===== src/rtl/pt_pkg.sv =====
package pt_pkg;

  typedef enum logic [1:0] {
    ST_IDLE = 2'd0,
    ST_ADDR = 2'd1,
    ST_DATA = 2'd2,
    ST_HOLD = 2'd3
  } pt_state_e;

endpackage


===== src/rtl/pt_status_decode.sv =====
module pt_status_decode #(
  parameter logic [1:0] REGION = 2'b01
) (
  input  logic       attn_n,
  input  logic [1:0] region,
  input  logic       dir_wr,
  input  logic [3:0] ben_n,
  output logic       req
);

  logic region_hit;
  logic full_read;

  assign region_hit = (region == REGION);
  assign full_read  = ~dir_wr & (ben_n == 4'h0);
  assign req        = ~attn_n & region_hit & full_read;

endmodule


===== src/rtl/pt_seq_ctrl.sv =====
module pt_seq_ctrl
  import pt_pkg::*;
#(
  parameter int HOLDOFF = 2
) (
  input  logic      clk,
  input  logic      rst_n,
  input  logic      req,
  input  logic      attn_n,
  input  logic      burst_n,
  output pt_state_e state,
  output logic      phase_done
);

  localparam int HCW = $clog2(HOLDOFF + 1);

  pt_state_e      state_q, state_d;
  logic           single_q, single_d;
  logic [HCW-1:0] hold_q, hold_d;
  logic           live;

  // a single read stays live until its one phase; a burst until the flag drops
  assign live       = single_q | ~burst_n;
  assign phase_done = (state_q == ST_DATA) & ~attn_n & live;

  always_comb begin
    state_d  = state_q;
    single_d = single_q;
    hold_d   = '0;
    case (state_q)
      ST_IDLE: begin
        if (req) begin
          state_d  = ST_ADDR;
          single_d = burst_n;
        end
      end
      ST_ADDR: state_d = ST_DATA;
      ST_DATA: begin
        if (!live || (phase_done && single_q)) begin
          state_d = ST_HOLD;
        end
      end
      ST_HOLD: begin
        if (hold_q == HCW'(HOLDOFF - 1)) begin
          state_d = ST_IDLE;
        end else begin
          hold_d = hold_q + 1'b1;
        end
      end
      default: state_d = ST_IDLE;
    endcase
  end

  always_ff @(posedge clk or negedge rst_n) begin
    if (!rst_n) begin
      state_q  <= ST_IDLE;
      single_q <= 1'b1;
      hold_q   <= '0;
    end else begin
      state_q  <= state_d;
      single_q <= single_d;
      hold_q   <= hold_d;
    end
  end

  assign state = state_q;

endmodule


===== src/rtl/pt_word_store.sv =====
module pt_word_store #(
  parameter int DEPTH  = 16,
  parameter int DATA_W = 32,
  parameter int ADDR_W = 32
) (
  input  logic                       clk,
  input  logic                       rst_n,
  input  logic                       load,
  input  logic                       adv,
  input  logic [ADDR_W-1:0]          addr_in,
  output logic [$clog2(DEPTH)-1:0]   ptr,
  output logic [DATA_W-1:0]          word
);

  localparam int IW = $clog2(DEPTH);

  function automatic logic [DATA_W-1:0] fill(input int unsigned idx);
    logic [7:0] b;
    b = 8'(idx);
    return DATA_W'({8'hA5, b, ~b, 8'h3C});
  endfunction

  logic [DATA_W-1:0] rom [DEPTH];
  logic [IW-1:0]     ptr_q, ptr_d;
  logic              ptr_en;

  for (genvar g = 0; g < DEPTH; g++) begin : g_rom
    assign rom[g] = fill(g);
  end

  assign ptr_en = load | adv;

  always_comb begin
    if (load) begin
      ptr_d = IW'(addr_in >> 2);
    end else if (ptr_q == IW'(DEPTH - 1)) begin
      ptr_d = '0;
    end else begin
      ptr_d = ptr_q + 1'b1;
    end
  end

  always_ff @(posedge clk or negedge rst_n) begin
    if (!rst_n) begin
      ptr_q <= '0;
    end else if (ptr_en) begin
      ptr_q <= ptr_d;
    end
  end

  assign ptr  = ptr_q;
  assign word = rom[ptr_q];

endmodule


===== src/rtl/pt_read_responder.sv =====
module pt_read_responder
  import pt_pkg::*;
#(
  parameter int                DEPTH    = 16,
  parameter int                DATA_W   = 32,
  parameter int                ADDR_W   = 32,
  parameter int                REG_AW   = 6,
  parameter logic [REG_AW-1:0] DATA_OFS = 6'h2C,
  parameter logic [1:0]        REGION   = 2'b01,
  parameter int                HOLDOFF  = 2
) (
  input  logic              clk,
  input  logic              rst_n,
  input  logic              attn_n,
  input  logic              burst_n,
  input  logic [1:0]        region,
  input  logic              dir_wr,
  input  logic [3:0]        ben_n,
  input  logic [ADDR_W-1:0] addr_in,
  output logic              sel_n,
  output logic              adr_rd_n,
  output logic [3:0]        reg_ben_n,
  output logic [REG_AW-1:0] reg_addr,
  output logic              wr_n,
  output logic              rdy_n,
  output logic [DATA_W-1:0] dout
);

  localparam int IW = $clog2(DEPTH);

  pt_state_e         state;
  logic              req;
  logic              phase_done;
  logic              active;
  logic [IW-1:0]     word_ptr;
  logic [DATA_W-1:0] word;

  pt_status_decode #(
    .REGION (REGION)
  ) u_decode (
    .attn_n (attn_n),
    .region (region),
    .dir_wr (dir_wr),
    .ben_n  (ben_n),
    .req    (req)
  );

  pt_seq_ctrl #(
    .HOLDOFF (HOLDOFF)
  ) u_ctrl (
    .clk        (clk),
    .rst_n      (rst_n),
    .req        (req),
    .attn_n     (attn_n),
    .burst_n    (burst_n),
    .state      (state),
    .phase_done (phase_done)
  );

  pt_word_store #(
    .DEPTH  (DEPTH),
    .DATA_W (DATA_W),
    .ADDR_W (ADDR_W)
  ) u_store (
    .clk     (clk),
    .rst_n   (rst_n),
    .load    (state == ST_ADDR),
    .adv     (phase_done),
    .addr_in (addr_in),
    .ptr     (word_ptr),
    .word    (word)
  );

  assign active    = (state == ST_ADDR) | (state == ST_DATA);
  assign sel_n     = ~active;
  assign adr_rd_n  = ~(state == ST_ADDR);
  assign reg_ben_n = active ? 4'h0 : 4'hF;
  assign reg_addr  = active ? DATA_OFS : '0;
  assign wr_n      = ~(state == ST_DATA);
  assign rdy_n     = ~phase_done;
  assign dout      = (state == ST_DATA) ? word : '0;

endmodule


===== config.mk =====
export PLATFORM = sky130hd
export DESIGN_NAME = pt_read_responder
export DESIGN_NICKNAME = d
export VERILOG_FILES = /design/src/rtl/pt_pkg.sv /design/src/rtl/pt_status_decode.sv /design/src/rtl/pt_seq_ctrl.sv /design/src/rtl/pt_word_store.sv /design/src/rtl/pt_read_responder.sv
export SDC_FILE = /design/constraint.sdc
export NUM_CORES = 1
export LEC_CHECK = 0
export CAP_MARGIN = 20
export CORE_MARGIN = 4
export CORE_UTILIZATION = 28
export CTS_CLUSTER_SIZE = 16
export DETAILED_ROUTE_END_ITERATION = 8
export PLACE_DENSITY_LB_ADDON = 0.05
export SYNTH_ARGS = -nofsm -noshare
export SYNTH_HDL_FRONTEND = slang
export SYNTH_SLANG_ARGS = --single-unit

===== constraint.sdc =====
create_clock -name clk -period 2.1 [get_ports clk]
set_input_delay 0.315 -clock clk [delete_from_list [all_inputs] [get_ports clk]]
set_output_delay 0.315 -clock clk [all_outputs]
set_load 0.02 [all_outputs]

==> results_dict.tcl <==
set metrics [dict create \
    status "finished clean" \
    cts_hold_repair.buffers 0 \
    place.gp.congestion 0.7505 \
    regToRegStartpoint "u_ctrl.state[0]" \
    seq_area_frac_synth_pct 26.74 \
    grt.overflow.total 0 \
    critPathLaunchType "flip-flop" \
    p_seq_share_pct 15.6 \
    fillers 290 \
    drv_cap 0 \
    drcViolationCount 0 \
    ys_async_sr_fraction_pct 100.0 \
    r2r_cells 8 \
    drv_slew 0 \
    vias 686 \
    cts_buffers 3 \
    setup_tns_ns 0 \
    syn_avg_cell_area_sq_um 8.733 \
    ir_drop_mv 0.8987 \
    syn_inst 97 \
    ys_seq_elements 9 \
    dp_hpwl_um 1461 \
    drive_above_1_share_pct 10.53 \
    worstPathArrival_ns 1.67 \
    internal_power_mw 1.009 \
    n_antenna_cell 0 \
    cts_setup_buffers 0 \
    fp.coreArea_sq_um 2829 \
    r2r_slack_ns 0.35 \
    layout_commonest_cell "dlygate4sd2_1" \
    switching_share_pct 50.77 \
    multi_input_area_sq_um 399.1 \
    grt_antenna_before_repair 0 \
    cts_tree "built" \
    areaGrowthSynthToFinish_pct 42.69 \
    dieArea_sq_um 3969 \
    powerDensity_nw_per_um2 1695 \
    wire_per_inst_um 10.48 \
    clock_latency_ns 0.26 \
    grt_pass1_wl_um 2615 \
    finClkSkew_ns 0.006110 \
    p_leak_nw 0.6436 \
    fp.dieH_um 63 \
    hold_violations 0 \
    drtIter0Drc 24 \
    cts_htree_levels 1 \
    setup_viol_count_final 0 \
    grt_pass1_vias 579 \
    crit_required_ns 1.78 \
    netlist-cell-type-count 29 \
    layout_common_cells "dlygate4sd2_1, clkdlybuf4s50_1, conb_1, dfrtp_1, inv_1" \
    startpoint "u_ctrl.state[0]" \
    die_w_um 63 \
    finalWirelength_um 1719 \
    max_clock_freq_mhz 504.1 \
    cts_buffer_depth 2 \
    yosysWarnings 0 \
    dp.cells 160 \
    cp_max_fo 11 \
    p_sw_mw 1.040 \
    rsz0062_at_grt "false" \
    period_share_pct 94.47 \
    clkPwrFrac_pct 6.6 \
    endpoint_kind "primary output" \
    stdcell_count 164 \
    nNetsFinal 183 \
    r2r-end "u_store.ptr[3]" \
    grt_max_degree 12 \
    cts_root_buf "clkbuf_4" \
    synth_ff_type "dfrtp_1" \
    ios 89 \
    cts.sinks 9 \
    track_usage_pct 8.324 \
    drt-pass1-iter-count 4 \
    combPwrFrac_pct 77.8 \
    yosysTopAreaCell "buf_4" \
    path_clk_slew_ns 0.07 \
    critical_path_class "flip-flop to primary output" \
    placementRows 19 \
    min_path_type "input port to async pin" \
    ff_latch_area_sq_um 226.5 \
    portBuffers 45 \
    yosys.area.top_type_share_pct 29.25 \
    synth_area_leaders "buf_4, dfrtp_1, ha_1" \
    crit_path_end "dout[24]" \
    start_util_pct 29.94 \
    antenna_left 0 \
    synth_edf_count 0 \
    via_per_inst 4.183 \
    fin_crit_ns 1.984 \
    syn_area_sq_um 847.1 \
]
## how the worst min path moves through the flow
stage	to	depth (start not counted)	slack, ns
floorplan	u_ctrl.hold_q[0]	0	0.02
global placement	u_ctrl.hold_q[0]	1	0.42
detailed placement	u_ctrl.hold_q[0]	1	0.44
CTS	u_store.ptr[3]	1	0.38
global route	u_store.ptr[3]	1	0.39
finish	u_store.ptr[3]	1	0.36
## sequential cells by signal, summed over array words and instances (netlist names)
register	flops
u_ctrl.state	2
u_ctrl.single_q	1
u_ctrl.hold_q	2
u_store.ptr	4
## cell usage after synthesis, drive strengths merged, types with 2 or more instances
| cell type | n |
|---|---|
| dfrtp | 8 |
| buf | 33 |
| mux2i | 2 |
| ha | 6 |
| nor2 | 6 |
| nand2b | 2 |
| and2 | 5 |
| nand2 | 3 |
| nand3 | 4 |
| o21ai | 5 |
| inv | 7 |
## worst max-delay path, stage by stage, from the launching register on
cell and delay (ns):
dfrtp_1 0.38, inv_1 0.08, ha_1 0.23, buf_12 0.14, clkdlybuf4s50_1 0.60
## power groups by stage
stage	clock (mW)	sequential [mW]	combinational, mW
floorplan	0	0.306	1.26
global placement	0	0.323	1.80
detailed placement	0	0.324	1.80
CTS	0.142	0.322	1.63
global route	0.152	0.336	1.71
finish	0.135	0.320	1.59
## stage by stage
| stage | area, sq um | power (mW) | hold slack, ns | worst slack (ns) | util [%] |
|---|---|---|---|---|---|
| floorplan | 899.6 | 1.565 | 0.01941 | 0.01732 | - |
| global placement | 1199 | 2.119 | 0.4239 | 0.08783 | 42.37 |
| detailed placement | 1199 | 2.121 | 0.4374 | 0.08021 | 42.37 |
| CTS | 1199 | 2.099 | 0.3788 | 0.002406 | 42.37 |
| global route | 1209 | 2.199 | 0.3927 | 0.02696 | 42.72 |
| finish | 1209 | 2.049 | 0.3648 | 0.1162 | 42.72 |
## logic make-up after synthesis
family                   after synthesis  synth area share [%]
buffers and inverters                 40                 32.35
AND/OR/NAND/NOR                       26                 18.02
AO/OA/AOI/OAI                         11                 8.864
flip-flops                             9                 26.74
adder cells (fa/ha/maj)                6                 8.862
multiplexers                           3                 3.693
other                                  1                0.4427
XOR/XNOR                               1                 1.034
## area by class of cell
class | instances | area share (%)
flip-flops and latches | 9 | 18.74
multi-input cells | 62 | 33.02
clock buffers | 4 | 2.174
well taps | 31 | 3.209
inverters | 7 | 2.174
repair buffers | 51 | 40.68
## routing by layer
| metal | wire length, um | part of all wire (%) | GRT usage (%) | up-vias |
|---|---|---|---|---|
| met5 | 0 | 0 | 0 | - |
| met4 | 25 | 1.5 | 4.959 | 0 |
| met3 | 214 | 12 | 2.878 | 2 |
| met2 | 804 | 47 | 13.44 | 43 |
| met1 | 674 | 39 | 9.378 | 300 |
| li1 | - | - | - | 341 |
## what timing repair did
item	4_1_cts	5_1_grt
gates resized for setup	21	4
pin swaps	0	0
endpoints found under the setup margin	21	4
(Power assumes the default switching activity.)
